File: config.mk
export PLATFORM = sky130hd
export DESIGN_NAME = cmpBranchUnit
export DESIGN_NICKNAME = d
export VERILOG_FILES = /design/src/rtl/cmp_pkg.sv /design/src/rtl/cmpControl.sv /design/src/rtl/cmpDatapath.sv /design/src/rtl/branchEval.sv /design/src/rtl/cmpBranchUnit.sv
export SDC_FILE = /design/constraint.sdc
export NUM_CORES = 1
export LEC_CHECK = 0
export ABC_AREA = 1
export BUFFER_PORTS_ARGS = -buffer_cell sky130_fd_sc_hd__buf_2
export CORE_MARGIN = 3
export CORE_UTILIZATION = 48
export DETAILED_ROUTE_END_ITERATION = 7
export PLACE_DENSITY_LB_ADDON = 0.05
export SLEW_MARGIN = 30
export SYNTH_ARGS = -nofsm -noshare
export SYNTH_HDL_FRONTEND = slang
export SYNTH_HIERARCHICAL = 1
export SYNTH_SLANG_ARGS = --single-unit
File: constraint.sdc
create_clock -name clk -period 1.5 [get_ports clk]
set_input_delay 0 -clock clk [delete_from_list [all_inputs] [get_ports clk]]
set_output_delay 0 -clock clk [all_outputs]
set_load 0.005 [all_outputs]
File: src/rtl/cmp_pkg.sv
package cmp_pkg;

  // Strobes from control to datapath
  typedef struct packed {
    logic loadFlags;
    logic clearFlags;
  } flagCtrlT;

  // Registered status flags
  typedef struct packed {
    logic n;
    logic v;
    logic z;
    logic c;
  } flagSetT;

  // Branch-condition codes
  typedef enum logic [2:0] {
    COND_PLUS   = 3'd0,
    COND_MINUS  = 3'd1,
    COND_VCLR   = 3'd2,
    COND_VSET   = 3'd3,
    COND_SGE    = 3'd4,
    COND_SLT    = 3'd5,
    COND_EQ     = 3'd6,
    COND_NE     = 3'd7
  } condCodeE;

endpackage

File: src/rtl/cmpControl.sv
module cmpControl
  import cmp_pkg::*;
(
  input  logic     rst,
  input  logic     cmpStrobe,
  output flagCtrlT ctrl
);

  // Reset wins over a compare in the same cycle
  always_comb begin
    ctrl.clearFlags = rst;
    ctrl.loadFlags  = cmpStrobe & ~rst;
  end

endmodule

File: src/rtl/cmpDatapath.sv
module cmpDatapath
  import cmp_pkg::*;
#(
  parameter int DATA_W = 8
) (
  input  logic              clk,
  input  flagCtrlT          ctrl,
  input  logic [DATA_W-1:0] accA,
  input  logic [DATA_W-1:0] opM,
  output flagSetT           flags
);

  localparam int MSB = DATA_W - 1;

  logic [DATA_W:0]   sumWide;
  logic [DATA_W-1:0] diff;
  flagSetT           nextFlags;

  // Subtract by adding the inverted operand plus one
  always_comb begin
    sumWide = {1'b0, accA} + {1'b0, ~opM} + {{DATA_W{1'b0}}, 1'b1};
    diff    = sumWide[DATA_W-1:0];
    nextFlags.n = diff[MSB];
    nextFlags.v = (accA[MSB] ^ opM[MSB]) & (diff[MSB] ^ accA[MSB]);
    nextFlags.z = (diff == '0);
    nextFlags.c = sumWide[DATA_W];
  end

  always_ff @(posedge clk) begin
    if (ctrl.clearFlags) begin
      flags <= '0;
    end else if (ctrl.loadFlags) begin
      flags <= nextFlags;
    end
  end

endmodule

File: src/rtl/branchEval.sv
module branchEval
  import cmp_pkg::*;
(
  input  flagSetT    flags,
  input  logic [2:0] condSel,
  output logic       takeBranch
);

  always_comb begin
    case (condCodeE'(condSel))
      COND_PLUS:  takeBranch = ~flags.n;
      COND_MINUS: takeBranch =  flags.n;
      COND_VCLR:  takeBranch = ~flags.v;
      COND_VSET:  takeBranch =  flags.v;
      COND_SGE:   takeBranch = ~(flags.n ^ flags.v);
      COND_SLT:   takeBranch =  (flags.n ^ flags.v);
      COND_EQ:    takeBranch =  flags.z;
      COND_NE:    takeBranch = ~flags.z;
      default:    takeBranch = 1'b0;
    endcase
  end

endmodule

File: src/rtl/cmpBranchUnit.sv
module cmpBranchUnit
  import cmp_pkg::*;
#(
  parameter int DATA_W = 8
) (
  input  logic              clk,
  input  logic              rst,
  input  logic              cmpStrobe,
  input  logic [DATA_W-1:0] accA,
  input  logic [DATA_W-1:0] opM,
  input  logic [2:0]        condSel,
  output logic              flagN,
  output logic              flagV,
  output logic              flagZ,
  output logic              flagC,
  output logic              takeBranch
);

  flagCtrlT ctrl;
  flagSetT  flags;

  cmpControl i_ctrl (
    .rst       (rst),
    .cmpStrobe (cmpStrobe),
    .ctrl      (ctrl)
  );

  cmpDatapath #(.DATA_W(DATA_W)) i_dp (
    .clk   (clk),
    .ctrl  (ctrl),
    .accA  (accA),
    .opM   (opM),
    .flags (flags)
  );

  branchEval i_br (
    .flags      (flags),
    .condSel    (condSel),
    .takeBranch (takeBranch)
  );

  assign flagN = flags.n;
  assign flagV = flags.v;
  assign flagZ = flags.z;
  assign flagC = flags.c;

endmodule

* Yosys cells after proc, flatten, opt, wreduce, memory -nomap -nowiden
Index checks and enable logic that the tools add are counted.
Storage, ports and cells: bits in registers 4, bits of input ports 22, output and inout port bits 5, logic and storage cells 27
Cells by class: add/subtract/negate cells 2, equal/unequal tests 7, muxes and demuxes 1, bitwise logic cells 11, reduce and logical (&&, ||, !) cells 2
Operator list (number):
- $eq 3x3->1 const B | 4
- $add 8x8->9 | 1
- $add 9x1->9 const B | 1
- $logic_not 8->1 | 1
- $not 8->8 | 1
- $pmux 1 s8 | 1
- $eq 3x2->1 const B | 2
- $not 1->1 | 5
- $eq 3x1->1 const B | 1
- $logic_not 3->1 | 1
- $xor 1x1->1 | 3
- $and 1x1->1 | 2

* Depth between registers and ports, before layout
Gate-level depths: netlist of the first run.
depth in word-level cells 5, mapped depth 13, mapped depth without buffers 13

* By module
Netlist of the first run, hierarchy kept.
Modules (own cells, without submodules):
- cmpDatapath | times used 1, cells each 99, area an instance 599.3 µm², sequential area each 80.1 µm²
- branchEval | times used 1, cells each 23, area an instance 95.1 µm², sequential area each 0.0 µm²
- cmpControl | times used 1, cells each 3, area an instance 17.5 µm², sequential area each 0.0 µm²

* Worst setup path after synthesis of the first run
No wires, ideal clock.
kind input port to flip-flop, start point in accA[0], end point reg, netlist name i_dp/flags[1], setup time 66 ps, arrival time 1275 ps, data required time 1434 ps, path slack 159 ps, cell stages on the path 11, path buffers 0, path through inv_1 ha_1 fa_1 nand3_1 a21oi_1 nand2_1 nor2_1 nand2_1 nor2_2 nand2_1 a21oi_2
Between the ends: cells in the longest elaborated chain, start to end 3
Ends and longest elaborated chain:
- start: declaration | RTL line cmpBranchUnit.sv:9 | input logic [DATA_W-1:0] accA,
- $add 8x8->9 | RTL line cmpDatapath.sv:21 | sumWide = {1'b0, accA} + {1'b0, ~opM} + {{DATA_W{1'b0}}, 1'b1};
- $add 9x1->9 | RTL line cmpDatapath.sv:21
- $logic_not 8->1 | RTL line cmpDatapath.sv:25 | nextFlags.z = (diff == '0);
Every way passes these cells. A chain may end at the register's enable or synchronous reset.

==> results.md, run 1 <==
Outcome:
- The run finished with clean final reports.

Synth:
- In this run, distinct cell masters in the synthesized netlist total 22.
- The mux cell area share after synthesis is 0%.
- The mean instance size in the synthesized netlist is 5.70 µm².
- The share of synthesized cell area in and, or, nand and nor gates is 42.0%.
- The number of warnings issued by yosys is 6.
- Counting flops with an async set or reset pin after synthesis yields a share of 0%.
- The xor/xnor share of the synthesized area is 0%.
- The number of enable-type register cells in the synthesized netlist is 0.
- The synthesized design contains 4 register bits.
- By area the synthesized netlist is led by sky130_fd_sc_hd__nand2_1, sky130_fd_sc_hd__inv_1, sky130_fd_sc_hd__ha_1.
- The most area-hungry cell type in the Yosys netlist is sky130_fd_sc_hd__nand2_1.
- The cell area after technology mapping is 712 µm².
- The area share of the leading cell type in the synthesized netlist is 17.4%.
- The synthesized netlist devotes 16.9% of its cell area to adder and majority cells.
- The most used flip-flop cell after synthesis is sky130_fd_sc_hd__dfxtp_1.
- By area, the combinational part of the netlist is dominated by simple AND/OR/NAND/NOR gates.
- The synthesized netlist net count is 156.
- Summing the areas of all compound-gate instances in the mapped netlist gives 12.0% of the synthesized area.
- Of the synthesized area, sequential elements account for 11.2%.
- The cell count after synthesis came out at 125.

Floorplan:
- The die covers 1980 µm².
- The core region is 1350 µm².
- The floorplan has 13 rows.
- The die height is 44.5 µm.
- The initial utilization of the core area, before any placement, comes to 52.7%.
- During I/O placement, the number of pins put on the boundary was 27.
- The die is 44.5 µm wide.

Route:
- In the final routed layout, each cell accounts on average for 8.16 µm.
- The detailed router's first-iteration violation count is 10.
- The total DRC errors in the routed layout is 0.
- The first-pass iteration count of the detailed router is 4.
- Once detail routing completed, the nets flagged for antenna violations numbered 0.
- The vias after detailed routing is 797.
- Wires add up to 1380 µm.
- The via density per instance is 4.72.

Setup path:
- The category of the worst setup path capture point is a flip-flop.
- Traced cell by cell, the critical path runs through dlygate4sd3_1, buf_2, nor2_4, nand3_1, a21oi_1, nand2_1, nor2_1, nand2_1, nor2_2, nand2_1, a21oi_2.
- The arrival time at the worst endpoint is 1490 ps.
- The type of the worst setup path is in -> reg.
- The register-to-register path setup slack is 810 ps.
- The slowest library cell on the worst path is sky130_fd_sc_hd__dlygate4sd3_1.
- For the worst setup path, the data required time is 1670 ps.
- The peak fanout along the critical path is 6.
- The capture instance of the worst register-to-register path is i_dp/flags[3].
- The critical path's largest stage delay is 530 ps.
- The depth of the most critical reg-to-reg path is 4.
- The cell that appears most often on the critical path is sky130_fd_sc_hd__nand2_1.
- The launching instance or port of the critical path is rst.
- The worst setup path is launched from an input pin.
- In this run the critical register-to-register path is launched from i_dp/flags[3].

CTS:
- The buffer depth of the longest clock path is 2.
- The clock drives 4 sinks.
- Buffers added to address setup during post-CTS repair amount to 0.
- The CTS buffer count is 3.
- The post-CTS clock slew at the launch and capture registers of the worst setup and hold paths is 40 ps.
- The CTS H-tree depth is 1.
- The clock root buffer master is sky130_fd_sc_hd__clkbuf_4.
- The CTS tree is done.
- Clock latency on the worst-skew pair, taken at its later pin, is 230 ps.

Pwr:
- Of the total power, registers draw 24.2%.
- The internal portion of total power is 309 µW.
- The power after layout is 487 µW.
- For this design the ratio of total power to cell area is 546 nW/µm².
- The maximum vdd ir drop is 0.341 mV.
- The clock network burns 26.3% of the power.
- The switching portion of total power is 36.6%.
- The combinational power share is 49.5%.
- The leakage component of the power is 0.000562 µW.
- The analysis attributes to net switching a power of 178 µW.

Cells and area:
- The register with the most flip-flops in the layout has 4 of them.
- Relative to the synthesized area, the layout overhead comes to 25.1%.
- The number of standard cells in the layout, taps in and fillers out is 169.
- i_dp/flags holds more flip-flops than any other register.
- The largest registers in the layout are i_dp/flags x4.
- The combined area of the multi-input logic cells is 509 µm².
- The fill cell total of the finished layout is 140.
- The antenna diode count is 0.
- Registers take 80.1 µm².
- The fraction of layout cells with a size suffix above 1 is 27.3%.
- The net count of the finished layout is 187.

STA:
- For the final database, setup skew stands at 0 ps.
- The post-route setup TNS is 0 ps.
- The total count of max-transition violations in the final report came to 0.
- The worst path uses 88.2% of the clock period.
- Setup violations remaining at the end of the flow were counted as 0.
- The minimum clock period after layout is 1320 ps.
- The number of hold violations in the final report is 0.
- The worst path setup slack after routing is 176 ps.
- Measured against its own limit, the worst slew margin works out to 88.1%.
- The actual transition at the worst max-transition pin is 179 ps.
- Derived from the worst setup path, the maximum achievable clock frequency is 755 MHz.
- On the final layout, the worst hold slack is 99.5 ps.
- Setup repair after global routing left no endpoint under its margin.

Min path:
- The worst hold path depth is 3.
- The path category of the worst min-delay check is in -> reg.
- The hold path startpoint is accA[7].
- The worst hold path terminates at i_dp/flags[2].

Place:
- The total instance count after detailed placement is 165.
- The detailed placer's ending HPWL is 1250 µm.
- The worst setup slack before clock tree synthesis is -28.7 ps.
- Routability-driven placement finished with a final weighted congestion of 0.785.
- The count of buffers added on input and output ports is 26.

GRT:
- The number of antenna violations at the first check in global routing is 0.
- The remaining global-route overflow is 0.
- Entering global routing, the biggest net connects 7 pins.
- The first global-routing pass estimated 2570 µm of wire.
- Global routing used 16.6% of the available tracks.
- The number of global-route vias before repair is 703.

Run:
- Max-cap violations in this run came to 0.
## layout by cell type (no fill, tap or decap)
cell type and n:
sky130_fd_sc_hd__dlygate4sd3_1 1, sky130_fd_sc_hd__nand3_1 13, sky130_fd_sc_hd__nor2_4 1, sky130_fd_sc_hd__a21oi_2 2, sky130_fd_sc_hd__a21oi_1 7, sky130_fd_sc_hd__o21ai_1 1, sky130_fd_sc_hd__nand3_2 2, sky130_fd_sc_hd__inv_2 1
sky130_fd_sc_hd__or2_4 1, sky130_fd_sc_hd__o21bai_1 2, sky130_fd_sc_hd__or2_1 1, sky130_fd_sc_hd__dfxtp_1 4, sky130_fd_sc_hd__o21ai_0 1, sky130_fd_sc_hd__buf_2 26, sky130_fd_sc_hd__nand2_2 4, sky130_fd_sc_hd__ha_1 8
sky130_fd_sc_hd__a21o_1 1, sky130_fd_sc_hd__nor2_2 2, sky130_fd_sc_hd__clkinv_1 1, sky130_fd_sc_hd__inv_1 30, sky130_fd_sc_hd__nor2_1 7, sky130_fd_sc_hd__nand2_1 33, sky130_fd_sc_hd__nor3_1 1, sky130_fd_sc_hd__fa_1 1
sky130_fd_sc_hd__clkbuf_4 3
## Yosys cell counts, drive strengths merged (2+ instances only)
cell,instances
nand2,37
inv,31
nand3,15
nor2,10
a21oi,9
ha,8
dfxtp,4
o21ai,2
o21bai,2
or2,2
## cell type report
type | count | area share [%]
inverter | 32 | 13.5
timing repair buffer | 27 | 15.7
clock buffer | 3 | 2.53
sequential | 4 | 8.99
tap | 15 | 2.11
multi-input combinational | 88 | 57.2
## worst max-delay path by stage
| stage | to | cells after the start |
|---|---|---|
| floorplan | i_dp/flags[1] | 11 |
| global placement | i_dp/flags[1] | 13 |
| detailed placement | i_dp/flags[1] | 13 |
| CTS | i_dp/flags[1] | 11 |
| global route | i_dp/flags[1] | 11 |
| finish | i_dp/flags[1] | 11 |
## through the flow
stage | utilization (%) | instance area (µm²)
4_1_cts | 65.6 | 886
2_1_floorplan | - | 712
6_report | 66.0 | 891
3_3_place_gp | 63.2 | 853
5_1_grt | 66.0 | 891
3_5_place_dp | 63.2 | 853
## critical path, delay by kind of cell
family,cells,cell delay (ps)
buffers and inverters,2,690
AND/OR/NAND/NOR,7,580
AO/OA/AOI/OAI,2,220
## cells by family after synthesis
kind of cell	count (synthesis)
buf+inv	33
compound gates	14
fa+ha+maj	9
flops	4
simple gates	65
## layer usage
metal  global-route usage (%)  vias up  part of all wire, %
met5                        0        -                    0
met4                     5.42        0                    0
met2                     28.4       22                   46
li1                         -      440                    -
met3                     3.66        0                  7.0
met1                     20.2      335                   47
## power groups by stage
stage / clock network [µW] / logic, µW / registers [µW]
final: 128 / 241 / 118
after global routing: 144 / 281 / 119
after CTS: 134 / 242 / 118
after detailed placement: 0 / 239 / 120
after global placement: 0 / 232 / 119
after floorplan: 0 / 172 / 120
## what timing repair did
| item | in CTS | in global routing |
|---|---|---|
| hold endpoints to repair | 1 | 0 |
| setup endpoints to repair | 0 | 1 |
| gates resized for setup | 0 | 1 |
| hold buffers | 1 | 0 |
No activity file was read; power rests on OpenSTA's default activity.
==> run 2, diff against run 1 <==
--- a/config.mk
+++ b/config.mk
@@ -8,11 +8,11 @@
 export ABC_AREA = 1
 export BUFFER_PORTS_ARGS = -buffer_cell sky130_fd_sc_hd__buf_2
 export CORE_MARGIN = 3
-export CORE_UTILIZATION = 48
+export CORE_UTILIZATION = 47
 export DETAILED_ROUTE_END_ITERATION = 7
 export PLACE_DENSITY_LB_ADDON = 0.05
+export SKIP_LAST_GASP = 1
 export SLEW_MARGIN = 30
 export SYNTH_ARGS = -nofsm -noshare
 export SYNTH_HDL_FRONTEND = slang
-export SYNTH_HIERARCHICAL = 1
 export SYNTH_SLANG_ARGS = --single-unit
==> run 2 against run 1 <==
Effect of this change:
- sequential share of layout area is 0.33 points higher
- final cell count decreased by 6.5%
- critical path depth up 2
- clock power increased by 8%
- sequential power hardly changed
- non-clock buffer count did not move
- first-iteration DRC count fell by 60%
- utilization decreased by 1.5 points
- via count shrank 7.8%
==> results.md, run 2 <==
Cells and area:
- The net count reported at finish is 176 (-5.9%).
- The flip-flop count of the largest register after layout came to 4 (unchanged).
- The largest registers in the layout are i_dp.flags x4.
- The number of standard cells in the layout, taps in and fillers out is 158 (-6.5%).
- Compared with the post-synthesis result, the final layout area differs by 26.8%.
- The fraction of layout cells with a size suffix above 1 is 29.4% (+2.1 points).
- The antenna diode count is 0 (unchanged).
- The fraction of the core area covered by cells at the end of the flow is 64.4% (-1.5 points).
- The top cell types in the final layout, fill and taps aside, are sky130_fd_sc_hd__nand2_1, sky130_fd_sc_hd__inv_1, sky130_fd_sc_hd__buf_2.
- The leading cell type in the layout, fill and taps excluded is sky130_fd_sc_hd__nand2_1.
- Ranked by flip-flop count, first place goes to i_dp.flags.

Outcome:
- The run finished with clean final reports.

Setup path:
- The required time at the endpoint of the critical path is 1680 ps (about the same).
- The peak fanout along the critical path is 3 (-3).
- The register-to-register path setup slack is 880 ps (+70 ps).
- The worst setup path is captured at a flip-flop.
- Walking the worst path, the cells encountered are buf_2, inv_1, ha_1, fa_1, inv_1, nand2_1, nand2_1, nand3_2, nand3_1, nand2_1, nor2_2, nand2_1, a21oi_2.
- STA classifies the critical path startpoint as an input pin.
- The cell with the most instances on the worst path is sky130_fd_sc_hd__nand2_1.
- The setup path with the least slack is of type in -> reg.
- The critical path's largest stage delay is 400 ps (-130 ps).
- The arrival time at the worst endpoint is 1460 ps (-30 ps).
- The slowest library cell on the worst path is sky130_fd_sc_hd__fa_1.

Synth:
- The number of enable-type register cells in the synthesized netlist is 0 (unchanged).
- The combinational family with the most area after synthesis is simple AND/OR/NAND/NOR gates.
- The most used flip-flop cell after synthesis is sky130_fd_sc_hd__dfxtp_1.
- The number of distinct library cells after synthesis is 20 (-9.1%).
- The cell area after technology mapping was 678 µm² (-4.7%).
- The proportion of synthesized flip-flops having asynchronous set or reset came to 0% (unchanged).
- The area share of the leading cell type in the synthesized netlist is 16.1% (-1.3 points).
- Sorting the synthesized cells by how often they occur yields sky130_fd_sc_hd__nand2_1, sky130_fd_sc_hd__inv_1, sky130_fd_sc_hd__nand3_1, sky130_fd_sc_hd__nor2_1, sky130_fd_sc_hd__ha_1.
- The share of synthesized cell area in and, or, nand and nor gates was 39.9% (-2.2 points).
- The xor/xnor share of the synthesized area is 5.17% (+5.2 points).
- By area the synthesized netlist is led by sky130_fd_sc_hd__nand2_1, sky130_fd_sc_hd__ha_1, sky130_fd_sc_hd__inv_1.
- sky130_fd_sc_hd__nand2_1 is the most common cell in the netlist.
- The synthesized netlist net count is 144 (-7.7%).
- The arithmetic-cell share of the synthesized area counting full adders, half adders and majority gates is 17.7% (+0.84 points).
- The number of warnings issued by yosys came to 0 (-6).
- The share of the synthesized area in compound gates (AO/OA/AOI/OAI) is 11.1% (-0.88 points).
- The post-synthesis instance total is 113 (-9.6%).
- The mux cell area share after synthesis is 0% (unchanged).
- The mean instance size in the synthesized netlist is 6.00 µm² (+5.4%).
- sky130_fd_sc_hd__nand2_1 takes more of the synthesized area than any other cell.
- The share of synthesized area occupied by flip-flops and latches was 11.8% (+0.56 points).
- The number of synthesized register bits is 4 (unchanged).

STA:
- The tightest slew margin relative to the limit is 84.9% (-3.2 points).
- The fmax was 778 MHz (+3.0%).
- The worst-case hold slack is 38.8 ps (-60.7 ps).
- The number of hold violations in the final report is 0 (unchanged).
- The worst clock skew on the final layout was 0 ps (unchanged).
- The share of the clock period used by the worst path after layout is 85.7% (-2.6 points).
- The total count of max-transition violations in the final report is 0 (unchanged).
- Setup repair after global routing left no endpoint under its margin.
- The count of endpoints failing setup in the final report is 0 (unchanged).
- The minimum clock period after layout is 1290 ps (-38.3 ps).
- The actual transition at the worst max-transition pin came to 227 ps (+48.0 ps).
- The post-route setup TNS is 0 ps (unchanged).

CTS:
- The buffer depth of the longest clock path is 2 (unchanged).
- The CTS buffer count came to 3 (unchanged).
- The CTS H-tree depth is 1 (unchanged).
- The cell sitting at the root of the clock tree is a sky130_fd_sc_hd__clkbuf_4.
- TritonCTS built the clock tree.
- The later-pin clock latency in the skew report is 240 ps (about the same).
- The CTS sink count is 4 (unchanged).
- The post-CTS clock slew at the launch and capture registers of the worst setup and hold paths is 40 ps (about the same).

Floorplan:
- The number of placed I/O pins is 27 (unchanged).
- The number of placement rows is 13 (unchanged).
- The die width was 44.0 µm (-1.2%).
- The initial cell density of the core was 50.8% (-1.9 points).
- The die height is 44.0 µm (-1.2%).
- The core area is 1330 µm² (-1.2%).
- The area of the die is 1930 µm² (-2.3%).

Route:
- The detailed router's first-iteration violation count is 4 (-6).
- The total DRC errors in the routed layout is 0 (unchanged).
- The first-pass iteration count of the detailed router is 4 (unchanged).
- The average routed wire per standard cell is 9.04 µm (+11%).
- The via density per instance is 4.65 (-1.4%).
- The number of nets still failing antenna checks after routing is 0 (unchanged).
- The vias after detailed routing is 735 (-7.8%).
- The final routed wirelength across all metal layers is 1430 µm (+3.6%).

GRT:
- The largest net degree at the start of global routing is 7 (unchanged).
- The number of global-route vias before repair was 628 (-11%).
- The global-route total usage across every layer came to 16.8% (+0.19 points).
- The global-route wire length before repair is 2400 µm (-6.7%).
- The remaining global-route overflow is 0 (unchanged).
- The number of antenna violations at the first check in global routing came to 0 (unchanged).

Pwr:
- The power density over cell area is 583 nW/µm² (+6.6%).
- The power after layout is 501 µW (+2.9%).
- The leakage component of the power is 0.000526 µW (-6.4%).
- The maximum vdd ir drop is 0.241 mV (-29%).

Run:
- The total of max-cap violations came to 0 (unchanged).

Place:
- The routability congestion estimate from global placement is 0.788 (+0.34%).
- The total instance count after detailed placement came to 154 (-6.7%).
- The detailed placer's ending HPWL was 1220 µm (-2.8%).
- The number of buffer cells added on primary ports came to 26 (unchanged).

Min path:
- In this run the worst hold path is classified as in -> reg.
-- run 2: power breakdown --
group	internal [µW]	leakage (µW)	switching, µW
Sequential	113	0.0000327	3.89
Combinational	110	0.000479	136
Clock	89.8	0.0000138	47.9
Total	313	0.000526	188
-- run 2: logic make-up (layout without fill, tap and decap cells) --
kind of cell | after synthesis | after routing
simple gates | 58 | 58
buf+inv | 26 | 56
compound gates | 12 | 12
fa+ha+maj | 9 | 9
xor+xnor | 4 | 4
flops | 4 | 4
-- run 2: critical path: cells and delay by family --
| family | cells | cell delay [ps] |
|---|---|---|
| adders and majority gates | 2 | 610 |
| and+or+nand+nor | 7 | 540 |
| buffers and inverters | 3 | 200 |
| AOI/OAI and AO/OA | 1 | 100 |
-- run 2: layout make-up --
| class | instances | area [µm²] |
|---|---|---|
| timing repair buffer | 27 | 140 |
| tap | 15 | 18.8 |
| fill | 147 | 474 |
| multi-input combinational | 83 | 500 |
| sequential | 4 | 80.1 |
| inverter | 26 | 97.6 |
| clock buffer | 3 | 22.5 |
-- run 2: path summary, 6_finish.rpt --
| path | start | to | cells past startpoint |
|---|---|---|---|
| worst max register to register | i_dp.flags[2] | i_dp.flags[2] | 2 |
| worst max-delay path | accA[0] | i_dp.flags[1] | 13 |
| worst min-delay path | cmpStrobe | i_dp.flags[0] | 3 |
| worst min register to register | i_dp.flags[3] | i_dp.flags[3] | 2 |
-- run 2: per-stage QoR --
stage	area (µm²)	worst slack, ps
2_1_floorplan	678	189
5_1_grt	860	66.5
3_3_place_gp	827	30.6
3_5_place_dp	827	-21.8
4_1_cts	860	214
6_report	860	215
-- run 2: layer usage --
layer,up-vias,track usage (%),part of all wire [%]
met1,302,18.8,47
li1,408,-,-
met2,19,27.9,44
met4,0,12.7,3.3
met3,6,2.90,5.8
met5,-,0,0
-- run 2: timing repair --
action	4_1_cts	5_1_grt
gates resized for setup	0	0
hold buffers	1	0
buffers inserted	0	0
hold endpoints to repair	2	0
==> run 3, diff against run 2 <==
--- a/config.mk
+++ b/config.mk
@@ -10,7 +10,8 @@
 export CORE_MARGIN = 3
 export CORE_UTILIZATION = 47
 export DETAILED_ROUTE_END_ITERATION = 7
-export PLACE_DENSITY_LB_ADDON = 0.05
+export PLACE_DENSITY = 0.77
+export SKIP_CTS_REPAIR_TIMING = 1
 export SKIP_LAST_GASP = 1
 export SLEW_MARGIN = 30
 export SYNTH_ARGS = -nofsm -noshare
==> run 3 against run 2 <==
Effect of this change:
- fmax down 1.9%
- global-route usage down 0.49 points
- via count up 3.1%
- setup slack worse by 25 ps
- first-iteration DRC count up 75%
- power down 2.2%
- clock-buffer cell count unchanged
- utilization unchanged
- hold slack better by 9.2 ps
- combinational power about the same
- die area unchanged
- register-to-register slack worse by 20 ps
- critical path type unchanged
- critical endpoint unchanged
- highest routed layer is now met3
==> results.md, run 3 (synthesis results as in run 2) <==
STA:
- The fmax was 763 MHz (-1.9%).
- Setup repair after global routing left no endpoint under its margin.
- The worst path setup slack after routing is 190 ps (-24.7 ps).
- The minimum clock period after layout is 1310 ps (+24.7 ps).
- The share of the clock period used by the worst path after layout is 87.3% (+1.6 points).
- The post-route setup TNS was 0 ps (unchanged).
- The worst clock skew on the final layout was 0 ps (unchanged).
- The count of endpoints failing setup in the final report is 0 (unchanged).
- The number of hold violations in the final report is 0 (unchanged).
- The actual transition at the worst max-transition pin came to 238 ps (+11.2 ps).
- The total count of max-transition violations in the final report is 0 (unchanged).
- The tightest slew margin relative to the limit is 84.1% (-0.80 points).

Cells and area:
- The flip-flop and latch area came to 80.1 µm² (unchanged).
- The flip-flop count of the largest register after layout came to 4 (unchanged).
- The leading cell type in the layout, fill and taps excluded is sky130_fd_sc_hd__nand2_1.
- The area growth from synthesis to layout was 26.8% (unchanged).
- The fraction of layout cells with a size suffix above 1 is 29.4% (unchanged).
- i_dp.flags holds more flip-flops than any other register.
- The fill cell total of the finished layout is 137 (-6.8%).
- In the final layout, the registers with the most flip-flops are i_dp.flags x4.
- The antenna diode count is 0 (unchanged).
- In the layout the commonest cells are sky130_fd_sc_hd__nand2_1, sky130_fd_sc_hd__inv_1, sky130_fd_sc_hd__buf_2.
- The combined area of the multi-input logic cells is 500 µm² (unchanged).
- The net count reported at finish was 176 (unchanged).

Route:
- The first-pass iteration count of the detailed router is 4 (unchanged).
- The detailed router's first-iteration violation count is 7 (+3).
- The average routed wire per standard cell was 8.92 µm (-1.3%).
- The total DRC errors in the routed layout is 0 (unchanged).
- The vias after detailed routing is 758 (+3.1%).
- The via density per instance is 4.80 (+3.1%).
- The final routed wirelength across all metal layers came to 1410 µm (-1.3%).
- The number of nets still failing antenna checks after routing is 0 (unchanged).

Setup path:
- On the critical path the largest part of the delay comes from buffers and inverters.
- The largest individual stage delay along the critical path comes from the cell sky130_fd_sc_hd__dlygate4sd3_1.
- The critical path's largest stage delay is 540 ps (+140 ps).
- The most numerous cell type found on the critical path is sky130_fd_sc_hd__nor2_1.
- In this run the critical register-to-register path is launched from i_dp.flags[2].
- The peak fanout along the critical path was 5 (+2).
- The register-to-register path setup slack came to 860 ps (-20 ps).
- The required time at the endpoint of the critical path came to 1660 ps (-20 ps).
- The capture instance of the worst register-to-register path is i_dp.flags[2].
- The number of buffer and inverter instances along the worst setup path came to 2 (-1).
- The critical path in this run is classified as in -> reg.
- The arrival time at the worst endpoint is 1470 ps (about the same).
- The critical path ends at i_dp.flags[1].
- Traced cell by cell, the critical path runs through dlygate4sd3_1, buf_2, nor2_1, nand3_1, nor2_1, nand3_1, nor2_1, nand2_1, a21oi_2.
- The critical path starts at rst.
- The depth of the most critical reg-to-reg path is 2 (unchanged).
- The worst setup path is captured at a flip-flop.
- The cell count along the critical path is 9 (-4).
- The startpoint type of the worst setup path is an input pin.

GRT:
- The number of antenna violations at the first check in global routing is 0 (unchanged).
- The global-route wire length before repair was 2500 µm (+4.3%).
- The global-route total usage across every layer is 16.3% (-0.49 points).
- The largest net degree at the start of global routing is 7 (unchanged).
- The number of global-route vias before repair is 669 (+6.5%).
- The remaining global-route overflow is 0 (unchanged).

Pwr:
- The combinational power share is 50.4% (+1.2 points).
- The power density over cell area is 570 nW/µm² (-2.2%).
- The net switching power of the design was 177 µW (-5.6%).
- The clock share of power is 25.7% (-1.8 points).
- The maximum vdd ir drop came to 0.279 mV (+16%).
- The leakage component of the power is 0.000526 µW (unchanged).
- The sequential power share is 23.9% (+0.6 points).
- The internal portion of total power is 312 µW (-0.19%).
- The switching portion of total power is 36.2% (-1.3 points).

Outcome:
- The flow ran to the end, and the final reports show no timing, DRC or antenna violations.

Floorplan:
- The die height is 44.0 µm (unchanged).
- The area of the die came to 1930 µm² (unchanged).
- The number of placement rows came to 13 (unchanged).
- The core area is 1330 µm² (unchanged).
- The die width came to 44.0 µm (unchanged).
- The number of placed I/O pins was 27 (unchanged).
- The initial cell density of the core is 50.8% (unchanged).

CTS:
- The buffer depth of the longest clock path is 2 (unchanged).
- The later-pin clock latency in the skew report is 220 ps (-20 ps).
- The post-CTS clock slew at the launch and capture registers of the worst setup and hold paths is 40 ps (about the same).
- The CTS buffer count was 3 (unchanged).
- The CTS H-tree depth was 1 (unchanged).
- TritonCTS built the clock tree.
- The CTS sink count was 4 (unchanged).
- The root buffer cell chosen for the clock tree is sky130_fd_sc_hd__clkbuf_4.

Place:
- The number of buffer cells added on primary ports is 26 (unchanged).
- The detailed placer's ending HPWL was 1260 µm (+3.1%).
- The routability congestion estimate from global placement is 0.780 (-1.0%).
- The worst setup slack before clock tree synthesis is 10.5 ps (+32.3 ps).

Min path:
- The min-delay analysis places its worst path in the category in -> reg.

Run:
- The total of max-cap violations is 0 (unchanged).
-- run 3: cell counts in the layout (fill, tap and decap cells not counted) --
No cell type changed its count.
-- run 3: worst min path at each step --
| stage | end | cells past startpoint | slack (ps) | start |
|---|---|---|---|---|
| final | i_dp.flags[0] | 3 | 50 | cmpStrobe |
| after detailed placement | i_dp.flags[1] | 2 | 230 | rst |
| after CTS | i_dp.flags[1] | 2 | -10 | rst |
| after global placement | i_dp.flags[1] | 2 | 220 | rst |
| after floorplan | i_dp.flags[1] | 1 | 60 | rst |
| after global routing | i_dp.flags[0] | 3 | 60 | cmpStrobe |
-- run 3: worst reg2reg max path, stage by stage, from the launching register on --
cell	delay [ps]
sky130_fd_sc_hd__dfxtp_1	350
sky130_fd_sc_hd__nand2_1	90
sky130_fd_sc_hd__a21oi_2	130
-- run 3: power groups by stage --
stage / Combinational, µW / Sequential (µW) / Clock (µW)
finish: 247 / 117 / 126
global route: 287 / 117 / 138
CTS: 247 / 117 / 131
detailed placement: 246 / 118 / 0
global placement: 237 / 118 / 0
floorplan: 176 / 119 / 0
-- run 3: area by class of cell --
| type | count | area share, % |
|---|---|---|
| multi-input combinational | 83 | 58.2 |
| timing repair buffer | 27 | 16.3 |
| inverter | 26 | 11.4 |
| sequential | 4 | 9.32 |
| clock buffer | 3 | 2.62 |
| tap | 15 | 2.18 |
-- run 3: per-layer routing --
metal | global-route usage, % | part of all wire, % | vias up
met3 | 0 | 5.5 | 0
met4 | 5.42 | 0 | 0
li1 | - | - | 411
met5 | 0 | 0 | -
met1 | 19.3 | 42 | 328
met2 | 31.1 | 52 | 19
-- run 3: metrics by stage --
stage                     total power (µW)  hold WS [ps]  cell area [µm²]  cells  util (%)
final                                  490          48.0              860    158      64.4
after global routing                   542          64.5              860    158      64.4
after CTS                              494         -12.9              850    157      63.7
after detailed placement               364           226              827    154      62.0
after global placement                 356           225              827    154      62.0
after floorplan                        295          62.4              678    113         -
